File: src/rtl/fsc_pkg.sv
package fsc_pkg;
  localparam int ST_W       = 64;
  localparam int B_VALID    = 0;
  localparam int B_OVWR     = 1;
  localparam int B_STORE    = 2;
  localparam int B_PRIVMODE = 3;
  localparam int B_KIND     = 4;
  localparam int B_PRIVFLT  = 7;
  localparam int B_ASI      = 16;
  localparam int ASI_W      = 8;

  typedef enum logic [1:0] {
    KIND_PRI  = 2'd0,
    KIND_SEC  = 2'd1,
    KIND_NUC  = 2'd2,
    KIND_NONE = 2'd3
  } ctx_kind_e;

  typedef enum logic [2:0] {
    IX_USR_PRI = 3'd0,
    IX_KRN_PRI = 3'd1,
    IX_USR_SEC = 3'd2,
    IX_KRN_SEC = 3'd3,
    IX_NUC     = 3'd4
  } acc_idx_e;
endpackage

File: src/rtl/fsc_ctx_sel.sv
module fsc_ctx_sel
  import fsc_pkg::*;
#(
  parameter int CTX_W = 13
) (
  input  logic [2:0]       idx,
  input  logic [CTX_W-1:0] pctx,
  input  logic [CTX_W-1:0] sctx,
  output logic [CTX_W-1:0] ctx_o,
  output ctx_kind_e        kind_o,
  output logic             user_o
);
  always_comb begin
    ctx_o  = '0;
    kind_o = KIND_NONE;
    user_o = 1'b0;
    case (idx)
      IX_USR_PRI: begin ctx_o = pctx; kind_o = KIND_PRI; user_o = 1'b1; end
      IX_KRN_PRI: begin ctx_o = pctx; kind_o = KIND_PRI; end
      IX_USR_SEC: begin ctx_o = sctx; kind_o = KIND_SEC; user_o = 1'b1; end
      IX_KRN_SEC: begin ctx_o = sctx; kind_o = KIND_SEC; end
      IX_NUC:     kind_o = KIND_NUC;
      default:    kind_o = KIND_NONE;
    endcase
  end
endmodule

File: src/rtl/fsc_tlb_reduce.sv
module fsc_tlb_reduce #(
  parameter int N_ENT = 64
) (
  input  logic [N_ENT-1:0] hit_vec,
  input  logic [N_ENT-1:0] priv_vec,
  output logic             any_hit_o,
  output logic             priv_hit_o
);
  logic [N_ENT-1:0] priv_match;

  for (genvar g = 0; g < N_ENT; g++) begin : g_ent
    assign priv_match[g] = hit_vec[g] & priv_vec[g];
  end

  assign any_hit_o  = |hit_vec;
  assign priv_hit_o = |priv_match;
endmodule

File: src/rtl/fsc_word_build.sv
module fsc_word_build
  import fsc_pkg::*;
#(
  parameter bit INSTR_SIDE = 1'b0
) (
  input  ctx_kind_e        kind,
  input  logic             tl_nz,
  input  logic             store,
  input  logic             priv_mode,
  input  logic [ASI_W-1:0] asi,
  input  logic             prev_valid,
  output logic [ST_W-1:0]  word_o
);
  ctx_kind_e kind_eff;

  assign kind_eff = (INSTR_SIDE && tl_nz) ? KIND_NUC : kind;

  always_comb begin
    word_o                     = '0;
    word_o[B_VALID]            = 1'b1;
    word_o[B_OVWR]             = prev_valid;
    word_o[B_STORE]            = store;
    word_o[B_PRIVMODE]         = priv_mode;
    word_o[B_KIND +: 2]        = kind_eff;
    word_o[B_PRIVFLT]          = 1'b1;
    word_o[B_ASI +: ASI_W]     = asi;
  end
endmodule

File: src/rtl/mmu_fault_capture.sv
module mmu_fault_capture
  import fsc_pkg::*;
#(
  parameter int VA_W       = 64,
  parameter int N_ENT      = 64,
  parameter int CTX_W      = 13,
  parameter bit INSTR_SIDE = 1'b0
) (
  input  logic             clk,
  input  logic             rst,
  input  logic             req_valid,
  output logic             req_ready,
  input  logic [VA_W-1:0]  req_va,
  input  logic [2:0]       req_idx,
  input  logic             req_write,
  input  logic             req_priv,
  input  logic [ASI_W-1:0] req_asi,
  input  logic             req_tl_nz,
  input  logic [N_ENT-1:0] tlb_hit,
  input  logic [N_ENT-1:0] tlb_priv,
  input  logic [CTX_W-1:0] pctx,
  input  logic [CTX_W-1:0] sctx,
  input  logic             sw_clr,
  output logic [ST_W-1:0]  status_o,
  output logic [VA_W-1:0]  fault_addr_o,
  output logic [VA_W-1:0]  tag_access_o
);
  logic [CTX_W-1:0] ctx;
  ctx_kind_e        kind;
  logic             user_acc, any_hit, priv_hit;
  logic             do_fault, do_miss, prev_valid;
  logic [ST_W-1:0]  new_word;
  logic [ST_W-1:0]  status_q;
  logic [VA_W-1:0]  fault_addr_q, tag_access_q;

  assign req_ready = 1'b1;

  fsc_ctx_sel #(.CTX_W(CTX_W)) u_ctx (
    .idx(req_idx), .pctx(pctx), .sctx(sctx),
    .ctx_o(ctx), .kind_o(kind), .user_o(user_acc)
  );

  fsc_tlb_reduce #(.N_ENT(N_ENT)) u_red (
    .hit_vec(tlb_hit), .priv_vec(tlb_priv),
    .any_hit_o(any_hit), .priv_hit_o(priv_hit)
  );

  assign do_fault   = req_valid & user_acc & priv_hit;
  assign do_miss    = req_valid & ~any_hit;
  assign prev_valid = status_q[B_VALID] & ~sw_clr;

  fsc_word_build #(.INSTR_SIDE(INSTR_SIDE)) u_word (
    .kind(kind), .tl_nz(req_tl_nz), .store(req_write),
    .priv_mode(req_priv), .asi(req_asi), .prev_valid(prev_valid),
    .word_o(new_word)
  );

  always_ff @(posedge clk) begin
    if (rst) begin
      status_q     <= '0;
      fault_addr_q <= '0;
      tag_access_q <= '0;
    end else begin
      if (do_fault) begin
        status_q     <= new_word;
        fault_addr_q <= req_va;
      end else if (sw_clr) begin
        status_q <= '0;
      end
      if (do_miss) begin
        tag_access_q <= {req_va[VA_W-1:CTX_W], ctx};
      end
    end
  end

  assign status_o     = status_q;
  assign fault_addr_o = fault_addr_q;
  assign tag_access_o = tag_access_q;

  AST_MISS_KEEPS_STATUS: assert property (@(posedge clk) disable iff (rst)
    (req_valid && !(|tlb_hit) && !sw_clr) |=> ($stable(status_o) && $stable(fault_addr_o)));
  AST_FAULT_MARKS: assert property (@(posedge clk) disable iff (rst)
    do_fault |=> (status_o[B_VALID] && status_o[B_PRIVFLT] && fault_addr_o == $past(req_va)));
  AST_OVERWRITE: assert property (@(posedge clk) disable iff (rst)
    (do_fault && status_o[B_VALID] && !sw_clr) |=> status_o[B_OVWR]);
  AST_CLEAR_FIRST: assert property (@(posedge clk) disable iff (rst)
    (do_fault && sw_clr) |=> !status_o[B_OVWR]);
  AST_NUC_TAG: assert property (@(posedge clk) disable iff (rst)
    (req_valid && !(|tlb_hit) && req_idx == 3'd4) |=> (tag_access_o[CTX_W-1:0] == '0));
  AST_IDLE_HOLD: assert property (@(posedge clk) disable iff (rst)
    (!req_valid && !sw_clr) |=> ($stable(status_o) && $stable(tag_access_o)));
endmodule

File: config.mk
export PLATFORM = sky130hd
export DESIGN_NAME = mmu_fault_capture
export DESIGN_NICKNAME = d
export VERILOG_FILES = /design/src/rtl/fsc_pkg.sv /design/src/rtl/fsc_ctx_sel.sv /design/src/rtl/fsc_tlb_reduce.sv /design/src/rtl/fsc_word_build.sv /design/src/rtl/mmu_fault_capture.sv
export SDC_FILE = /design/constraint.sdc
export NUM_CORES = 1
export LEC_CHECK = 0
export ABC_AREA = 0
export ABC_CLOCK_PERIOD_IN_PS = 1700
export CAP_MARGIN = 20
export CORE_AREA = 4 4 166 168
export CTS_CLUSTER_DIAMETER = 60
export DETAILED_ROUTE_END_ITERATION = 7
export DIE_AREA = 0 0 170 172
export MAX_ROUTING_LAYER = met4
export SLEW_MARGIN = 20
export SYNTH_ARGS = -nofsm -noshare
export SYNTH_HDL_FRONTEND = slang
export SYNTH_SLANG_ARGS = --single-unit
export TNS_END_PERCENT = 50
File: constraint.sdc
create_clock -name clk -period 1.7 [get_ports clk]
set_input_delay 0.34 -clock clk [delete_from_list [all_inputs] [get_ports clk]]
set_output_delay 0.34 -clock clk [all_outputs]
set_load 0.01 [all_outputs]
Word level (Yosys, flattened, before mapping)
Cells that the tools add are included.
Widths: inputs -> output; s select.
- muxes and demuxes: 5
- reduce and logical (&&, ||, !) cells: 7
- equality and inequality tests: 4
- bitwise logic cells: 70
- operators by type and width (cell ; count):
    $reduce_or 64->1 ; 2
    $and 1x1->1 ; 68
    $mux 24 ; 2
    $pmux 13 s2 ; 1
    $eq 3x2->1 const B ; 2
    $pmux 2 s3 ; 1
    $reduce_or 2->1 ; 3
    $eq 3x1->1 const B ; 1
    $eq 3x3->1 const B ; 1
    $logic_not 3->1 ; 1
    $not 1->1 ; 2
    $reduce_bool 2->1 ; 1
    $mux 1 ; 1
- output and inout port bits: 193
- register bits after elaboration: 143

Depth between registers and ports, before layout
- word-level depth: 6
- depth in mapped cells: 8
- gate-level depth less buffers: 6

Modules after synthesis
Synthesis repeated with hierarchy kept, for this count alone.
- cells, all modules: 1000
- area, all modules: 8191.6 um2
- modules (own cells, without submodules) (module ; cells an instance ; sequential area each (um2) ; instances ; area each (um2)):
    mmu_fault_capture ; 844 ; 3843.7 ; 1 ; 6976.7
    fsc_tlb_reduce ; 58 ; 0.0 ; 1 ; 495.5
    fsc_word_build ; 66 ; 0.0 ; 1 ; 488.0
    fsc_ctx_sel ; 32 ; 0.0 ; 1 ; 231.5

Least setup slack after synthesis
No wires, ideal clock.
- path kind: input to register
- from: in tlb_hit[15]
- to: reg fault_addr_q[34] (netlist: fault_addr_o[34])
- required time: 1.568 ns
- slack: -0.019 ns
- stages: 8
- data arrival time: 1.587 ns
- path buffers: 2
- cells stage by stage: a22o_1 a221oi_1 and4_1 nand4_1 buf_2 buf_1 nand3_1 a21oi_1
- word-level cells in the longest chain between the ends: 3
- ends and longest elaborated chain (item ; line ; text):
    start: declaration ; mmu_fault_capture.sv:19 ; input logic [N_ENT-1:0] tlb_hit,
    $and 1x1->1 ; fsc_tlb_reduce.sv:12 ; assign priv_match[g] = hit_vec[g] & priv_vec[g];
    $reduce_or 64->1 ; fsc_tlb_reduce.sv:16 ; assign priv_hit_o = |priv_match;
    $and 1x1->1 ; mmu_fault_capture.sv:48 ; assign do_fault = req_valid & user_acc & priv_hit;
    end signal: assignment ; mmu_fault_capture.sv:66 ; fault_addr_q <= req_va;
    end: declaration ; mmu_fault_capture.sv:34 ; logic [VA_W-1:0] fault_addr_q, tag_access_q;
Every way passes these cells.
A chain may end at the register's enable or synchronous reset.

Worst setup path in the final report
- from: in tlb_priv[39]
- to: reg fault_addr_q[18] (netlist: fault_addr_o[18])
- word-level cells in the longest chain between the ends: 3
- ends and longest elaborated chain (item ; line ; text):
    start: declaration ; mmu_fault_capture.sv:20 ; input logic [N_ENT-1:0] tlb_priv,
    $and 1x1->1 ; fsc_tlb_reduce.sv:12 ;
    $reduce_or 64->1 ; fsc_tlb_reduce.sv:16 ;
    $and 1x1->1 ; mmu_fault_capture.sv:48 ;
Every way passes these cells.

==> metrics <==
status complete, but fails checks; failing checks setup timing; asr flop ratio synth 0%; Worst-path clk slew roughly 60 ps; number of distinct library cells after synthesis 33; Post-Place Cells about 1500; worst reg-to-reg setup slack between 1000 and 1500 ps; TritonCTS Buffers 17; Final period util 101.3%; Slew Viols, Final 0; Clock Latency Late Sink a little over 400 ps; crit end category register; Routability Congestion ~0.93; DRT iter0 DRCs between 500 and 600; final setup violation count 3; PortBufs around 380; largest net degree at the start of global routing 92; Setup Skew around 3.1 ps; met1 WL around 13 mm; FF+latch count, synth 142; Tmin final approximately 1700 ps; sequential element share of the synthesized area between 40% and 50%; crit path launch tlb_priv[39]; Final HPWL DP between 20 and 25 mm; layout cells sized above 1 between 20% and 30%; final setup margin -21.84 ps; Post-Syn Instances 773; HP Start rst; peak supply drop a little under 600 uV; Setup CP Type input port to register; clk sink count 142; CP required roughly 2000 ps; ys flop type dfxtp_1; Pre-Repair DR Iteration Count 5; worst min path class input port to register; die area roughly 29000 um2; final non-filler cell total roughly 1500; nets@finish between 1000 and 1500; Top Metal Used met4; Peak Freq between 500 and 600 MHz; leak pwr ~5.2 nW; crit path max fanout 6; WL final around 33 mm; hold path depth 3; routed wl met3 approximately 2.6 mm; Final Hold Viols 0; total global routing overflow 0; slew margin rel. between 60% and 70%; routed len/inst between 20 and 25 um; max cap viols 0; reg2reg start fault_addr_o[24]; Synth area leader dfxtp_1; Rows 59; CTS root buf clkbuf_16; critical path arrival 2060 ps; RSZ-0062 raised after global routing yes; total number of vias 7394; first-pass GRT wire length 45.84 mm; routed wl met2 around 17 mm; Slew @ Worst Pin between 500 and 600 ps; post-route ant nets 0; PnR Total Power between 0.008 and 0.009 W; chip width about 170 um; initial antenna violation count 12; vias in the first global route 7427; Critical Path Source Type input port; htree depth 4; Yosys top cell area share roughly 45%; PwrDens 696.3 nW/um2; CTS tree yes; area grow syn2layout 91.96%; vias per inst 4.804; Synth Cell Area 6347 um2; number of remaining DRC errors 0; I/O pin count 429; core box area roughly 26000 um2; CTS max path bufs 2; Reg-to-Reg End fault_addr_o[24]; Starting Density between 20% and 30%; Syn Area/Cell approximately 8 um2; Die Y approximately 170 um; hold endpoint status_o[16]; GR Util All Layers between 20% and 30%; Synthesis Warnings 0; synth top area cells dfxtp_1, a21oi_1, nand2_1, buf_4, nand3_1; Post-synth EDFFs 0; Reg2Reg Depth 2
per-layer routing:
metal	vias up	GRT usage (%)
met5	-	-
met1	3540	23.60
li1	3480	-
met3	51	5.578
met4	0	7.153
met2	323	38.05
layout make-up:
| cell class | instances | area (um2) |
|---|---|---|
| clock buffer | 21 | 460.4 |
| antenna | 9 | 22.52 |
| sequential | 142 | 2843 |
| timing repair buffer | 456 | 4812 |
| multi-input combinational | 566 | 3490 |
| clock inverter | 10 | 137.6 |
| tap | 335 | 419.2 |
| fill | 2484 | 13730 |
synthesized netlist by cell type (3+ instances only):
library cell / instances
o21ai_1: 50
a21oi_2: 17
nand4b_1: 10
clkbuf_1: 37
a22oi_1: 16
buf_2: 11
nor2_1: 6
a21oi_1: 113
a221oi_2: 5
a22o_1: 8
nand4_1: 6
or3_1: 13
dfxtp_1: 142
buf_1: 9
nand2_1: 135
buf_12: 5
nor4_1: 14
o21ai_0: 25
nor3_1: 3
buf_4: 51
mux2i_1: 14
a221oi_1: 3
and3_1: 3
nand3_1: 65
registers in the layout, indices dropped and copies added (netlist names):
name / flops
tag_access_o: 64
status_o: 14
fault_addr_o: 64
through the flow:
step / util (%) / area (um2) / setup WS, ps / TNS [ps] / hold WS (ps)
2_1_floorplan: - / 6529 / -9.391 / -108.6 / 476.1
4_1_cts: 45.45 / 11780 / -56.46 / -2765 / 315.0
3_5_place_dp: 40.39 / 10470 / -953.3 / -123440 / 443.7
3_3_place_gp: 40.39 / 10470 / -924.0 / -123500 / 437.6
6_report: 47.02 / 12180 / -21.84 / -49.13 / 328.7
5_1_grt: 47.00 / 12180 / -73.50 / -1269 / 325.9
worst max-delay path, cell delays in order:
cell             delay [ps]
clkdlybuf4s15_1         170
a22oi_2                 190
nand4_1                 210
nor3_4                  240
and4_4                  280
buf_12                  120
buf_12                  130
clkbuf_16               160
o21ai_1                  90
a21oi_2                 130
cell families after synthesis:
family                 Yosys count  share of synthesized area (%)
AO/OA/AOI/OAI                  237                          21.76
buffers and inverters          116                          11.59
flip-flops                     142                          44.79
multiplexers                    14                          2.208
other                            2                         0.1183
AND/OR/NAND/NOR                262                          19.53
report_power, final:
group          internal (W)  switching, W
registers           0.00338     0.0000348
logic              0.000640      0.000550
clock network       0.00238       0.00149
total               0.00641       0.00208
how the worst max path moves through the flow:
stage | to | depth (start not counted)
2_1_floorplan | fault_addr_o[21] | 8
3_3_place_gp | tag_access_o[42] | 9
3_5_place_dp | tag_access_o[50] | 9
4_1_cts | fault_addr_o[41] | 10
5_1_grt | fault_addr_o[11] | 10
6_report | fault_addr_o[18] | 10
repair_timing:
action,4_1_cts,5_1_grt
gates resized for setup,208,287
setup buffers,23,1
setup endpoints to repair,148,168
pin swaps,106,117
cloned,13,7
hold buffers,0,0
cell usage in the layout, fill, tap and decap left out, types with 13 or more instances in the layout:
cell type          n
dlygate4sd2_1     24
clkdlybuf4s15_1   20
dfxtp_1          142
nand2_1          131
buf_12            20
nand3_1           64
clkdlybuf4s50_1  204
clkbuf_16         23
dlymetal6s2s_1    61
a21oi_1           97
o21ai_2           13
o21ai_1           48
conb_1            50
mux2i_1           14
a21oi_2           33
clkbuf_2          59
buf_4             31
or3_1             13
No activity file was read; power rests on OpenSTA's default activity.
